===== src/rtl/gpio_irq_pkg.sv =====
package gpio_irq_pkg;

    // Selector codes on the write port; the code order is fixed by the port contract.
    typedef enum logic [2:0] {
        SEL_RISE  = 3'd0,
        SEL_FALL  = 3'd1,
        SEL_HIGH  = 3'd2,
        SEL_LOW   = 3'd3,
        SEL_FILT  = 3'd4,
        SEL_IRQEN = 3'd5,
        SEL_CLEAR = 3'd6,
        SEL_TEST  = 3'd7
    } cfg_sel_e;

    // Number of selector codes that address a stored vector.
    localparam int NUM_STORED = 6;

    // Debounce filter states.
    typedef enum logic {
        FLT_STEADY = 1'b0,
        FLT_SETTLE = 1'b1
    } flt_state_e;

endpackage


===== src/rtl/gpio_pin_filter.sv =====
module gpio_pin_filter
    import gpio_irq_pkg::*;
#(
    parameter int STABLE_CYCLES = 16
) (
    input  logic clk,
    input  logic rst_n,
    input  logic raw_i,
    output logic filt_o
);

    localparam int CW = $clog2(STABLE_CYCLES + 1);
    localparam logic [CW-1:0] LAST = CW'(STABLE_CYCLES - 1);

    flt_state_e      state_q, state_d;
    logic [CW-1:0]   cnt_q, cnt_d;
    logic            val_q, val_d;

    // State register process.
    always_ff @(posedge clk or negedge rst_n) begin
        if (!rst_n) begin
            state_q <= FLT_STEADY;
            cnt_q   <= '0;
            val_q   <= 1'b0;
        end else begin
            state_q <= state_d;
            cnt_q   <= cnt_d;
            val_q   <= val_d;
        end
    end

    // Next-state and output process.
    always_comb begin
        state_d = state_q;
        cnt_d   = cnt_q;
        val_d   = val_q;
        unique case (state_q)
            FLT_STEADY: begin
                if (raw_i != val_q) begin
                    state_d = FLT_SETTLE;
                    cnt_d   = CW'(1);
                end
            end
            FLT_SETTLE: begin
                if (raw_i == val_q) begin
                    state_d = FLT_STEADY;
                    cnt_d   = '0;
                end else if (cnt_q >= LAST) begin
                    state_d = FLT_STEADY;
                    cnt_d   = '0;
                    val_d   = raw_i;
                end else begin
                    cnt_d = cnt_q + CW'(1);
                end
            end
            default: begin
                state_d = FLT_STEADY;
                cnt_d   = '0;
            end
        endcase
    end

    assign filt_o = val_q;

endmodule


===== src/rtl/gpio_cfg_bank.sv =====
module gpio_cfg_bank
    import gpio_irq_pkg::*;
#(
    parameter int NUM_PINS = 32
) (
    input  logic                clk,
    input  logic                rst_n,
    input  logic                cfg_wr,
    input  logic [2:0]          cfg_sel,
    input  logic [NUM_PINS-1:0] cfg_wdata,
    output logic [NUM_PINS-1:0] rise_en,
    output logic [NUM_PINS-1:0] fall_en,
    output logic [NUM_PINS-1:0] high_en,
    output logic [NUM_PINS-1:0] low_en,
    output logic [NUM_PINS-1:0] filt_en,
    output logic [NUM_PINS-1:0] irq_en,
    output logic [NUM_PINS-1:0] clr_mask,
    output logic [NUM_PINS-1:0] test_mask
);

    cfg_sel_e sel;
    assign sel = cfg_sel_e'(cfg_sel);

    // One stored vector per selector code below NUM_STORED.
    for (genvar g = 0; g < NUM_STORED; g++) begin : g_vec
        logic [NUM_PINS-1:0] q;
        always_ff @(posedge clk or negedge rst_n) begin
            if (!rst_n) begin
                q <= '0;
            end else if (cfg_wr && (cfg_sel == 3'(g))) begin
                q <= cfg_wdata;
            end
        end
    end

    assign rise_en = g_vec[0].q;
    assign fall_en = g_vec[1].q;
    assign high_en = g_vec[2].q;
    assign low_en  = g_vec[3].q;
    assign filt_en = g_vec[4].q;
    assign irq_en  = g_vec[5].q;

    // Action codes produce one-cycle masks rather than stored state.
    assign clr_mask  = (cfg_wr && sel == SEL_CLEAR) ? cfg_wdata : '0;
    assign test_mask = (cfg_wr && sel == SEL_TEST)  ? cfg_wdata : '0;

endmodule


===== src/rtl/gpio_trigger_detect.sv =====
module gpio_trigger_detect #(
    parameter int NUM_PINS = 32
) (
    input  logic                clk,
    input  logic                rst_n,
    input  logic [NUM_PINS-1:0] level_i,
    input  logic [NUM_PINS-1:0] rise_en,
    input  logic [NUM_PINS-1:0] fall_en,
    input  logic [NUM_PINS-1:0] high_en,
    input  logic [NUM_PINS-1:0] low_en,
    output logic [NUM_PINS-1:0] event_o
);

    logic [NUM_PINS-1:0] prev_q;
    logic [1:0]          arm_q;
    logic [NUM_PINS-1:0] edge_ok;
    logic [NUM_PINS-1:0] rose, fell;

    // arm_q[1] is set once prev_q holds a value captured after reset.
    always_ff @(posedge clk or negedge rst_n) begin
        if (!rst_n) begin
            prev_q <= '0;
            arm_q  <= '0;
        end else begin
            prev_q <= level_i;
            arm_q  <= {arm_q[0], 1'b1};
        end
    end

    assign edge_ok = {NUM_PINS{arm_q[1]}};
    assign rose    = level_i & ~prev_q;
    assign fell    = ~level_i & prev_q;

    assign event_o = (((rise_en & rose) | (fall_en & fell)) & edge_ok)
                   | (high_en & level_i)
                   | (low_en & ~level_i);

endmodule


===== src/rtl/gpio_irq_state.sv =====
module gpio_irq_state #(
    parameter int NUM_PINS = 32
) (
    input  logic                clk,
    input  logic                rst_n,
    input  logic [NUM_PINS-1:0] event_i,
    input  logic [NUM_PINS-1:0] clr_mask,
    input  logic [NUM_PINS-1:0] test_mask,
    input  logic [NUM_PINS-1:0] irq_en,
    output logic [NUM_PINS-1:0] state_o,
    output logic [NUM_PINS-1:0] line_o
);

    logic [NUM_PINS-1:0] state_q, line_q;

    // Set terms are ORed after the clear, so a set always wins.
    always_ff @(posedge clk or negedge rst_n) begin
        if (!rst_n) begin
            state_q <= '0;
            line_q  <= '0;
        end else begin
            state_q <= (state_q & ~clr_mask) | event_i | test_mask;
            line_q  <= state_q & irq_en;
        end
    end

    assign state_o = state_q;
    assign line_o  = line_q;

endmodule


===== src/rtl/gpio_irq_detect.sv =====
module gpio_irq_detect
    import gpio_irq_pkg::*;
#(
    parameter int NUM_PINS      = 32,
    parameter int STABLE_CYCLES = 16
) (
    input  logic                clk,
    input  logic                rst_n,
    input  logic [NUM_PINS-1:0] pins_in,
    input  logic                cfg_wr,
    input  logic [2:0]          cfg_sel,
    input  logic [NUM_PINS-1:0] cfg_wdata,
    output logic [NUM_PINS-1:0] pin_value,
    output logic [NUM_PINS-1:0] irq_state,
    output logic [NUM_PINS-1:0] irq_line
);

    logic [NUM_PINS-1:0] raw_q;
    logic [NUM_PINS-1:0] filt_val;
    logic [NUM_PINS-1:0] level;
    logic [NUM_PINS-1:0] rise_en, fall_en, high_en, low_en, filt_en, irq_en;
    logic [NUM_PINS-1:0] clr_mask, test_mask;
    logic [NUM_PINS-1:0] event_vec;

    always_ff @(posedge clk or negedge rst_n) begin
        if (!rst_n) raw_q <= '0;
        else        raw_q <= pins_in;
    end

    for (genvar p = 0; p < NUM_PINS; p++) begin : g_filt
        gpio_pin_filter #(.STABLE_CYCLES(STABLE_CYCLES)) u_filt (
            .clk    (clk),
            .rst_n  (rst_n),
            .raw_i  (raw_q[p]),
            .filt_o (filt_val[p])
        );
    end

    assign level     = (filt_en & filt_val) | (~filt_en & raw_q);
    assign pin_value = level;

    gpio_cfg_bank #(.NUM_PINS(NUM_PINS)) u_cfg (
        .clk       (clk),
        .rst_n     (rst_n),
        .cfg_wr    (cfg_wr),
        .cfg_sel   (cfg_sel),
        .cfg_wdata (cfg_wdata),
        .rise_en   (rise_en),
        .fall_en   (fall_en),
        .high_en   (high_en),
        .low_en    (low_en),
        .filt_en   (filt_en),
        .irq_en    (irq_en),
        .clr_mask  (clr_mask),
        .test_mask (test_mask)
    );

    gpio_trigger_detect #(.NUM_PINS(NUM_PINS)) u_trig (
        .clk     (clk),
        .rst_n   (rst_n),
        .level_i (level),
        .rise_en (rise_en),
        .fall_en (fall_en),
        .high_en (high_en),
        .low_en  (low_en),
        .event_o (event_vec)
    );

    gpio_irq_state #(.NUM_PINS(NUM_PINS)) u_state (
        .clk       (clk),
        .rst_n     (rst_n),
        .event_i   (event_vec),
        .clr_mask  (clr_mask),
        .test_mask (test_mask),
        .irq_en    (irq_en),
        .state_o   (irq_state),
        .line_o    (irq_line)
    );

endmodule


===== config.mk =====
export PLATFORM = sky130hd
export DESIGN_NAME = gpio_irq_detect
export DESIGN_NICKNAME = d
export VERILOG_FILES = /design/src/rtl/gpio_irq_pkg.sv /design/src/rtl/gpio_pin_filter.sv /design/src/rtl/gpio_cfg_bank.sv /design/src/rtl/gpio_trigger_detect.sv /design/src/rtl/gpio_irq_state.sv /design/src/rtl/gpio_irq_detect.sv
export SDC_FILE = /design/constraint.sdc
export NUM_CORES = 1
export LEC_CHECK = 0
export BUFFER_PORTS_ARGS = -buffer_cell sky130_fd_sc_hd__buf_2
export CORE_ASPECT_RATIO = 0.5
export CORE_UTILIZATION = 65
export CTS_BUF_LIST = sky130_fd_sc_hd__clkbuf_4
export DETAILED_ROUTE_END_ITERATION = 8
export GPL_TIMING_DRIVEN = 0
export MAX_ROUTING_LAYER = met4
export PLACE_DENSITY = 0.81
export RECOVER_POWER = 25
export SETUP_SLACK_MARGIN = 0.1
export SLEW_MARGIN = 0
export SYNTH_ARGS = -nofsm -noshare
export SYNTH_HDL_FRONTEND = slang
export SYNTH_SLANG_ARGS = --single-unit
export TNS_END_PERCENT = 20

===== constraint.sdc =====
create_clock -name clk -period 3.7 [get_ports clk]
set_input_delay 0.74 -clock clk [delete_from_list [all_inputs] [get_ports clk]]
set_output_delay 0.74 -clock clk [all_outputs]
set_load 0.03 [all_outputs]

==> flow_summary.toml <==
[timing]
hold_viol = 0
slew_headroom_pct = -19.9
setup_viol = 0
finalClockSkew_ps = 27.3
period_share_pct = 75.2
max_freq_ghz = 0.359
report.final.slew_viol_count = 63
worst_slew_pin_slew_ps = 1800
finalSetupTns_ps = 0
rsz0062_at_grt = "no"
period_minus_slack_ps = 2780

[worst_hold_path]
worstHoldPathCells = 3
holdPathEnd = "u_state.state_o[16]$_DFF_PN0_"
hold_class = "in2reg"
worstHoldStart = "cfg_wdata[16]"

[critical_path]
endpoint_kind = "async pin"
path_cells = "dlygate4sd3_1 > clkbuf_2 > buf_16 > buf_16"
crit_slowest_cell = "clkbuf_2"
reg2reg_depth = 6
cp.arrival_ps = 3710
cpPeakStageDelay_ps = 1260
critPathLaunchType = "input port"
required_ps = 4620
crit_type = "in2async"
r2r-start = "g_filt[7].u_filt.cnt_q[0]$_DFFE_PN0P_"
cp_max_fo = 127
reg2reg_slack_ps = 1660
rr_endpoint = "g_filt[7].u_filt.cnt_q[2]$_DFFE_PN0P_"
cp_common_cell = "buf_16"

[power]
p_leak_nw = 12.5
powerDensity_nw_per_um2 = 511
vdd_drop_max_mv = 0.317
power_mw = 13.9

[clock_tree]
numClockSinks = 546
cts_tree = "yes"
cts_setup_buffers = 0
clockBufferDepth = 3
clk_pin_slew_worst_paths_ps = 80
cts_root_buffer = "clkbuf_4"
numCtsBuffers = 117
clk_latency_ps = 850
h-tree-depth = 3

[global_routing]
antenna_found_initial = 3
grt_overflow_total = 0
grt_max_degree = 128
grt_usage_pct = 28.6
grt_pass1_vias = 16743
grt_pass1_wl_mm = 82.9

[logic_synthesis]
ys_types = 56
synth_area_leaders = "dfrtp_1, mux2_2, ha_1, o21ai_0, nand2_1"
synth-seq-cells = 546
synthCells = 2015
synthFlopType = "dfrtp_1"
synth.avg_cell_area_um2 = 11.9
yosysTopAreaCellShare_pct = 57.1
yosys.area.top_type = "dfrtp_1"
netlist_area_um2 = 23900
synth_fp_nets = 2149
synth_edf_count = 0
ys_seq_area_share_pct = 57.1
yosysWarningCount = 0
async_reset_ff_share_pct = 100

[final_layout]
n_fill_cell = 2459
final_core_util_pct = 75.5
fin_nets = 2467
final_cell_count_no_fill = 2906
largest_reg_flops = 160
regMostFlops = "g_filt.u_filt.cnt_q"
drive_above_1_share_pct = 21.8
multiInputGateArea_um2 = 9510
register_area_um2 = 13700
synthToLayoutAreaGrowth_pct = 13.9

[routing]
vias_per_cell = 5.89
drc = 0
drtPass1Iterations = 7
wl_mm = 51.4
vias = 17127
drt_iter0_drc = 920
drtAntennaViolNets = 0
post_drt_wl_per_cell_um = 17.7

[placement]
dp.cells = 2665
gp_congestion = 0.893
portBuffers = 161
dp_hpwl_mm = 34.2

[outcome]
status = "finished with violations"
violations = "max-capacitance violations, max-slew violations"

[die]
die-area_um2 = 37600
die_x_um = 273
chipHeight_um = 138
start_util_pct = 66.3
ios = 166
design.core.area_um2 = 36100
num_rows = 49

[run]
maxCapViolCount = 1
-- Yosys cell counts, types with 19 or more instances --
cell / instances
a21boi_0: 19
a21oi_1: 48
a311oi_1: 32
a31oi_1: 20
and2_1: 35
and3_1: 34
and3b_1: 41
clkbuf_1: 23
dfrtp_1: 546
ha_1: 64
inv_1: 119
mux2_2: 182
nand2_1: 123
nand3_1: 64
nand3b_1: 50
nand4_1: 73
nor2_1: 80
o211ai_1: 45
o21ai_0: 115
o2bb2ai_1: 25
xnor2_1: 36
xor2_1: 42
-- cell usage in the layout, fill, tap and decap left out, drive strengths merged, types with 11 or more instances in the layout --
master | Yosys | layout
dfrtp | 546 | 546
clkbuf | 23 | 218
mux2 | 192 | 192
buf | 25 | 177
nand2 | 123 | 123
inv | 119 | 120
o21ai | 115 | 115
nor2 | 80 | 80
nand4 | 73 | 73
nand3 | 64 | 64
ha | 64 | 64
nand3b | 50 | 50
a21oi | 48 | 48
o211ai | 45 | 45
xor2 | 42 | 42
and3b | 41 | 41
xnor2 | 36 | 36
and2 | 35 | 35
and3 | 34 | 34
dlygate4sd3 | 0 | 33
a311oi | 32 | 32
o2bb2ai | 25 | 25
a31oi | 20 | 20
a21boi | 19 | 19
nor3 | 18 | 18
clkinv | 0 | 17
nand2b | 16 | 16
o32ai | 15 | 15
o22a | 14 | 14
or3 | 14 | 14
o31ai | 13 | 13
o22ai | 11 | 11
-- layout make-up --
class / count / area share [%]
antenna: 3 / 0.0275
buffer: 48 / 0.766
clock buffer: 181 / 4.98
clock inverter: 24 / 0.748
inverter: 119 / 1.64
multi-input combinational: 1302 / 34.9
sequential: 546 / 50.1
tap: 484 / 2.22
timing repair buffer: 199 / 4.67
-- worst max path at each step --
| stage | start | slack (ps) | endpoint | cells past startpoint |
|---|---|---|---|---|
| detailed placement | cfg_sel[1] | 1410 | u_cfg.irq_en[8]$_DFFE_PN0P_ | 5 |
| global route | rst_n | 580 | u_cfg.irq_en[25]$_DFFE_PN0P_ | 4 |
| global placement | rst_n | -9150 | g_filt[27].u_filt.cnt_q[1]$_DFFE_PN0P_ | 1 |
| finish | rst_n | 920 | g_filt[26].u_filt.cnt_q[3]$_DFFE_PN0P_ | 4 |
| floorplan | cfg_sel[2] | 1760 | u_cfg.rise_en[22]$_DFFE_PN0P_ | 4 |
| CTS | u_cfg.filt_en[5]$_DFFE_PN0P_ | 1040 | pin_value[5] | 2 |
-- metrics by stage --
stage / instance area [µm²] / worst slack, ps / hold slack (ps)
2_1_floorplan: 23900 / 1760 / 331
3_3_place_gp: 25300 / -9150 / 331
3_5_place_dp: 25500 / 1410 / 336
4_1_cts: 27400 / 1040 / 110
5_1_grt: 27300 / 582 / 138
6_report: 27300 / 916 / 188
-- power breakdown --
group | internal [mW] | leakage (nW) | switching (mW)
registers | 6.69 | 6.78 | 0.491
logic | 0.829 | 4.80 | 1.08
clock network | 2.49 | 0.923 | 2.35
total | 10.0 | 12.5 | 3.92
-- cells by family (layout without fill, tap and decap cells) --
group	after synthesis	in the layout	share of synthesized area, %
multiplexers	192	192	9.03
other	1	4	0.0157
AND/OR/NAND/NOR	584	584	13.8
adder cells (fa/ha/maj)	64	64	3.35
XOR/XNOR	78	78	2.85
flip-flops	546	546	57.1
buffers and inverters	167	571	3.09
AO/OA/AOI/OAI	383	383	10.7
-- critical path: cells and delay by family --
family / cells / cell delay [ps]
buf+inv: 4 / 2710
-- what timing repair did --
action | CTS | global route
hold buffers | 33 | 0
resized for setup | 0 | 0
endpoints found under the setup margin | 0 | 0
hold endpoints to repair | 94 | 0
-- metal layers --
layer | track usage, % | wire, µm | up-vias | part of all wire [%]
li1 | - | - | 8053 | -
met2 | 44.5 | 24800 | 419 | 48
met3 | 5.49 | 2380 | 95 | 4.6
met4 | 11.0 | 1190 | 0 | 2.3
met5 | - | 0 | - | 0
met1 | 37.9 | 23100 | 8560 | 45
Power figures use the tool's default switching activity.
